`config.mk`:
```
export PLATFORM = sky130hd
export DESIGN_NAME = disp_ctl_top
export DESIGN_NICKNAME = d
export VERILOG_FILES = /design/src/rtl/disp_ctl_pkg.sv /design/src/rtl/disp_ctl_ctrl.sv /design/src/rtl/disp_ctl_dp.sv /design/src/rtl/disp_ctl_top.sv
export SDC_FILE = /design/constraint.sdc
export NUM_CORES = 1
export LEC_CHECK = 0
export BUFFER_PORTS_ARGS = -buffer_cell sky130_fd_sc_hd__buf_2
export CORE_MARGIN = 2
export CORE_UTILIZATION = 45
export CTS_CLUSTER_DIAMETER = 200
export CTS_CLUSTER_SIZE = 14
export DETAILED_ROUTE_END_ITERATION = 12
export GPL_ROUTABILITY_DRIVEN = 1
export GPL_TIMING_DRIVEN = 0
export PLACE_DENSITY = 0.75
export SLEW_MARGIN = 20
export SYNTH_ARGS = -nofsm -noshare
export SYNTH_HDL_FRONTEND = slang
export SYNTH_SLANG_ARGS = --single-unit
```
`constraint.sdc`:
```
create_clock -name clk -period 6.65 [get_ports clk]
set_clock_uncertainty 0.1 [all_clocks]
set_input_delay 0.3325 -clock clk [delete_from_list [all_inputs] [get_ports clk]]
set_output_delay 0.3325 -clock clk [all_outputs]
set_load 0.03 [all_outputs]
```
`src/rtl/disp_ctl_pkg.sv`:
```
package disp_ctl_pkg;
  localparam int DATA_W   = 32;
  localparam int ID_LSB   = 16;
  localparam int ID_W     = 12;
  localparam int MUX_W    = 2;
  localparam int RO_LSB   = 8;
  localparam int RO_W     = 6;
  localparam int KEEP_BIT = 7;
  localparam logic [RO_W-1:0] PANEL_CODE = 6'h1F;

  localparam logic [ID_W-1:0] VAR_A = 12'h100;
  localparam logic [ID_W-1:0] VAR_B = 12'h140;
  localparam logic [ID_W-1:0] VAR_C = 12'h178;
  localparam logic [ID_W-1:0] VAR_D = 12'h182;
  localparam logic [ID_W-1:0] VAR_E = 12'h190;

  typedef struct packed {
    logic              dispWr;
    logic [DATA_W-1:0] keepMask;
    logic              muxWr;
    logic              raz;
    logic              wpHigh;
    logic [DATA_W-1:0] rstVal;
  } strobe_t;
endpackage

```
`src/rtl/disp_ctl_ctrl.sv`:
```
module disp_ctl_ctrl
  import disp_ctl_pkg::*;
#(
  parameter int ADDR_W = 4,
  parameter logic [ADDR_W-1:0] DISP_ADDR = '0
) (
  input  logic [ID_W-1:0]   variant,
  input  logic              wrEn,
  input  logic [ADDR_W-1:0] addr,
  output strobe_t           stb
);
  localparam logic [DATA_W-1:0] RO_MASK   = DATA_W'(((1 << RO_W) - 1) << RO_LSB);
  localparam logic [DATA_W-1:0] BIT7_MASK = DATA_W'(1) << KEEP_BIT;
  localparam logic [DATA_W-1:0] PANEL_RST = DATA_W'(PANEL_CODE) << RO_LSB;

  logic hit;
  assign hit = wrEn && (addr == DISP_ADDR);

  always_comb begin
    stb.dispWr   = 1'b0;
    stb.keepMask = '1;
    stb.muxWr    = 1'b0;
    stb.raz      = 1'b0;
    stb.wpHigh   = 1'b0;
    stb.rstVal   = PANEL_RST;
    unique case (variant)
      VAR_A: begin
        stb.dispWr = hit; stb.keepMask = RO_MASK; stb.muxWr = hit; stb.wpHigh = 1'b1;
      end
      VAR_B: begin
        stb.dispWr = hit; stb.keepMask = RO_MASK; stb.wpHigh = 1'b1;
      end
      VAR_C, VAR_D: begin
        stb.dispWr = hit; stb.keepMask = BIT7_MASK;
      end
      VAR_E: begin
        stb.raz = 1'b1; stb.rstVal = '0;
      end
      default: ;
    endcase
  end
endmodule

```
`src/rtl/disp_ctl_dp.sv`:
```
module disp_ctl_dp
  import disp_ctl_pkg::*;
#(
  parameter int ADDR_W = 4,
  parameter logic [ADDR_W-1:0] DISP_ADDR = '0,
  parameter logic [ADDR_W-1:0] STAT_ADDR = 1
) (
  input  logic              clk,
  input  logic              rstN,
  input  strobe_t           stb,
  input  logic [ADDR_W-1:0] addr,
  input  logic [DATA_W-1:0] wrData,
  input  logic              cardDetect,
  input  logic              writeProtect,
  output logic [DATA_W-1:0] rdData,
  output logic [MUX_W-1:0]  pixFmtSel
);
  logic [DATA_W-1:0] dispReg;
  logic [2:0]        cardStat;

  always_ff @(posedge clk) begin
    if (!rstN) begin
      dispReg   <= stb.rstVal;
      pixFmtSel <= '0;
      cardStat  <= '0;
    end else begin
      if (stb.dispWr) dispReg <= (dispReg & stb.keepMask) | (wrData & ~stb.keepMask);
      if (stb.muxWr)  pixFmtSel <= wrData[MUX_W-1:0];
      cardStat <= stb.wpHigh ? {writeProtect, 1'b0, cardDetect}
                             : {1'b0, writeProtect, cardDetect};
    end
  end

  always_comb begin
    rdData = '0;
    if (addr == DISP_ADDR)      rdData = stb.raz ? '0 : dispReg;
    else if (addr == STAT_ADDR) rdData = DATA_W'(cardStat);
  end

  assert_raz_R6: assert property (@(posedge clk) disable iff (!rstN)
    stb.raz |-> dispReg == '0);
  assert_ro_field_R2: assert property (@(posedge clk) disable iff (!rstN)
    ($past(rstN) && stb.keepMask[RO_LSB] && stb.keepMask[RO_LSB+RO_W-1])
      |=> $stable(dispReg[RO_LSB+RO_W-1:RO_LSB]));
  assert_keep_bit_R5: assert property (@(posedge clk) disable iff (!rstN)
    ($past(rstN) && stb.keepMask[KEEP_BIT]) |=> $stable(dispReg[KEEP_BIT]));
  assert_mux_hold_R3: assert property (@(posedge clk) disable iff (!rstN)
    ($past(rstN) && !stb.muxWr) |=> $stable(pixFmtSel));
  assert_card_bit_R7: assert property (@(posedge clk) disable iff (!rstN)
    $past(rstN) |=> cardStat[0] == $past(cardDetect));
endmodule

```
`src/rtl/disp_ctl_top.sv`:
```
module disp_ctl_top
  import disp_ctl_pkg::*;
#(
  parameter int ADDR_W = 4
) (
  input  logic              clk,
  input  logic              rstN,
  input  logic [31:0]       sysId,
  input  logic              wrEn,
  input  logic [ADDR_W-1:0] addr,
  input  logic [31:0]       wrData,
  output logic [31:0]       rdData,
  input  logic              cardDetect,
  input  logic              writeProtect,
  output logic [1:0]        pixFmtSel
);
  strobe_t stb;
  logic [ID_W-1:0] variant;
  assign variant = sysId[ID_LSB +: ID_W];

  disp_ctl_ctrl #(.ADDR_W(ADDR_W)) u_ctrl (
    .variant(variant), .wrEn(wrEn), .addr(addr), .stb(stb));

  disp_ctl_dp #(.ADDR_W(ADDR_W)) u_dp (
    .clk(clk), .rstN(rstN), .stb(stb), .addr(addr), .wrData(wrData),
    .cardDetect(cardDetect), .writeProtect(writeProtect),
    .rdData(rdData), .pixFmtSel(pixFmtSel));

  assert_mux_other_R4: assert property (@(posedge clk) disable iff (!rstN)
    (variant != VAR_A) |-> pixFmtSel == '0);
endmodule

```
==> flow_metrics.py <==
metrics = {
    "pwr": {
        "swShare_pct": 27.3,
        "leakage_nw": 1.41,
        "power.switching_uw": 156,
        "internal-power_uw": 414,
        "peakVddDrop_v": 0.0000931,
        "power_frac_clock_pct": 31.7,
        "seqPwrFrac_pct": 49.1,
        "power_density_nw_per_um2": 167,
        "comb_power_share_pct": 19.2,
    },
    "timing": {
        "holdWs_ns": 0.131,
        "hold_violations": 0,
        "fin_crit_ns": 2.63,
        "rsz0062_at_grt": "false",
        "max_slew.worst_pin.slew_ns": 0.585,
        "setup_violations": 0,
        "finalMaxSlewViolations": 0,
        "max_clock_freq_ghz": 0.380,
        "timing.final.crit_share_pct": 39.6,
        "fin_setup_tns_ns": 0,
        "max_slew_margin_pct": 60.8,
    },
    "placed_design": {
        "io_buffers": 84,
        "gp_congestion": 0.835,
        "dp.final_hpwl_um": 5500,
    },
    "clock_tree": {
        "clk_pin_slew_ns": 0.08,
        "h-tree-depth": 2,
        "clock_sinks": 37,
        "post_cts.repair.setup_buffers": 0,
        "cts_tree": "built",
        "clk_latency_ns": 0.29,
        "ctsHoldBuffers": 0,
        "root_buffer": "clkbuf_8",
        "cts_buffers": 5,
        "cts_max_path_buffers": 2,
        "cts_resized": 0,
    },
    "grt": {
        "grt.total_usage_pct": 23.9,
        "grt_pass1_wl_um": 12300,
        "grt_pass1_vias": 2530,
        "grt_max_degree": 15,
        "grt_overflow_total": 0,
        "antenna_found_initial": 0,
    },
    "worst_setup_path": {
        "critPathLaunchType": "input pin",
        "cp_slowest_cell": "nor4_1",
        "critPathMaxStageDelay_ns": 0.50,
        "critPathCaptureType": "output pin",
        "cp_cell_sequence": "buf_2 -> nor4_1 -> inv_1 -> a31oi_1 -> clkbuf_1 -> and2_1 -> buf_2",
        "cp_common_cell": "buf_2",
        "critPathMaxFanout": 10,
        "criticalPathCategory": "input pin to output pin",
        "worstPathRequired_ns": 6.22,
        "arrival_ns": 2.20,
    },
    "yosys": {
        "synth_fp_nets": 367,
        "yosysWarnings": 0,
        "synth.area.top_cells": "edfxtp_1 (35%), mux2_2 (10%), o221ai_1 (7.9%)",
        "ys_ff_latch": 37,
        "yosys.cell_types.count": 31,
        "syn-mean-instance-area_um2": 9.41,
        "yosys.area.top_type": "edfxtp_1",
        "syn_inst": 294,
        "synthDominantCellAreaShare_pct": 34.8,
        "syn_area_um2": 2770,
        "seq_area_frac_synth_pct": 38.4,
    },
    "layout": {
        "drive_above_1_share_pct": 36.4,
        "multi_input_area_um2": 1570,
        "nets": 459,
        "seqCellArea_um2": 1060,
        "final_cell_mix": "buf_2 (92), nand2_1 (57), and2_1 (32), edfxtp_1 (32), nand4_1 (27)",
        "num-fill-cells": 569,
        "diodes": 0,
        "final_common_cell": "buf_2",
        "area_growth_pct": 23.2,
        "utilization_pct": 57.5,
    },
    "floorplanning": {
        "die_area_um2": 6790,
        "rows": 28,
        "die_h_um": 82.4,
        "coreArea_um2": 5920,
        "die_x_um": 82.4,
        "start_util_pct": 46.7,
        "pin_count": 107,
    },
    "outcome": {
        "status": "finished clean",
    },
    "route": {
        "first_pass_iters": 6,
        "vias_per_cell": 5.97,
        "drcViolationCount": 0,
        "wirelength_um": 7860,
        "num_vias": 2760,
        "wl_per_cell_um": 17.0,
        "antenna_left": 0,
        "drtIter0Drc": 293,
    },
    "hold_path": {
        "hp-class": "input pin to flip-flop",
    },
    "flow_run": {
        "max_cap_violations": 0,
    },
}
==> path summary, 6_finish.rpt <==
check                      endpoint  cells past startpoint  slack (ns)         startpoint
setup / recovery         rdData[26]                      7        4.02            addr[0]
hold / removal     u_dp.cardStat[0]                      2        0.13         cardDetect
setup reg to reg    u_dp.dispReg[0]                      4        5.43    u_dp.dispReg[0]
hold reg to reg   u_dp.pixFmtSel[1]                      2        0.37  u_dp.pixFmtSel[1]
==> routing by layer <==
layer  vias to the layer above  wire length [µm]  track usage (%)
met5                         -                 0                0
met4                         0               119             7.17
met3                        11               614             4.67
met2                       135              3860             39.8
met1                      1313              3270             31.3
li1                       1301                 -                -
==> cell usage after synthesis, drive strengths merged <==
library cell	instances
a21o	25
a21oi	1
a22o	3
a31o	6
a31oi	2
and2	32
buf	13
clkbuf	17
dfxtp	5
edfxtp	32
inv	2
mux2	25
mux2i	4
nand2	57
nand4	27
nor2	3
nor2b	1
nor3	3
nor3b	1
nor4	2
nor4b	2
nor4bb	1
o21a	1
o21ai	2
o221ai	25
or3	2
==> per-stage QoR <==
step	cell area [µm²]	std cells	power (mW)	setup WS (ns)
after floorplan	2770	294	0.352	2.92
after detailed placement	3310	454	0.393	3.95
final	3410	462	0.569	4.02
after global routing	3410	462	0.591	3.86
after global placement	3280	453	0.389	1.56
after CTS	3410	462	0.571	4.02
==> final cells by class <==
cell class	count	share of cell area [%]
flip-flops and latches	37	31.1
inverters	2	0.220
plain buffers	30	4.15
repair buffers	85	12.8
well taps	75	2.75
multi-input cells	225	46.0
clock buffers	7	2.83
clock inverters	1	0.147
==> cells by family after synthesis <==
logic type	count (synthesis)	synth area share (%)
flip-flops	37	38.4
AO/OA/AOI/OAI	65	19.3
multiplexers	29	11.6
buffers and inverters	32	5.38
AND/OR/NAND/NOR	131	25.3
==> critical path, delay by kind of cell <==
family,cells,cell delay (ns)
AO/OA/AOI/OAI,1,0.43
buffers and inverters,4,0.74
AND/OR/NAND/NOR,2,0.69
==> power groups by stage <==
stage	Sequential (mW)	Clock (mW)	Combinational, mW
final	0.279	0.180	0.110
after global routing	0.281	0.190	0.120
after detailed placement	0.285	0	0.108
after global placement	0.285	0	0.104
after floorplan	0.282	0	0.0691
after CTS	0.280	0.183	0.109
Note: power is estimated with default switching activity, not from simulation.
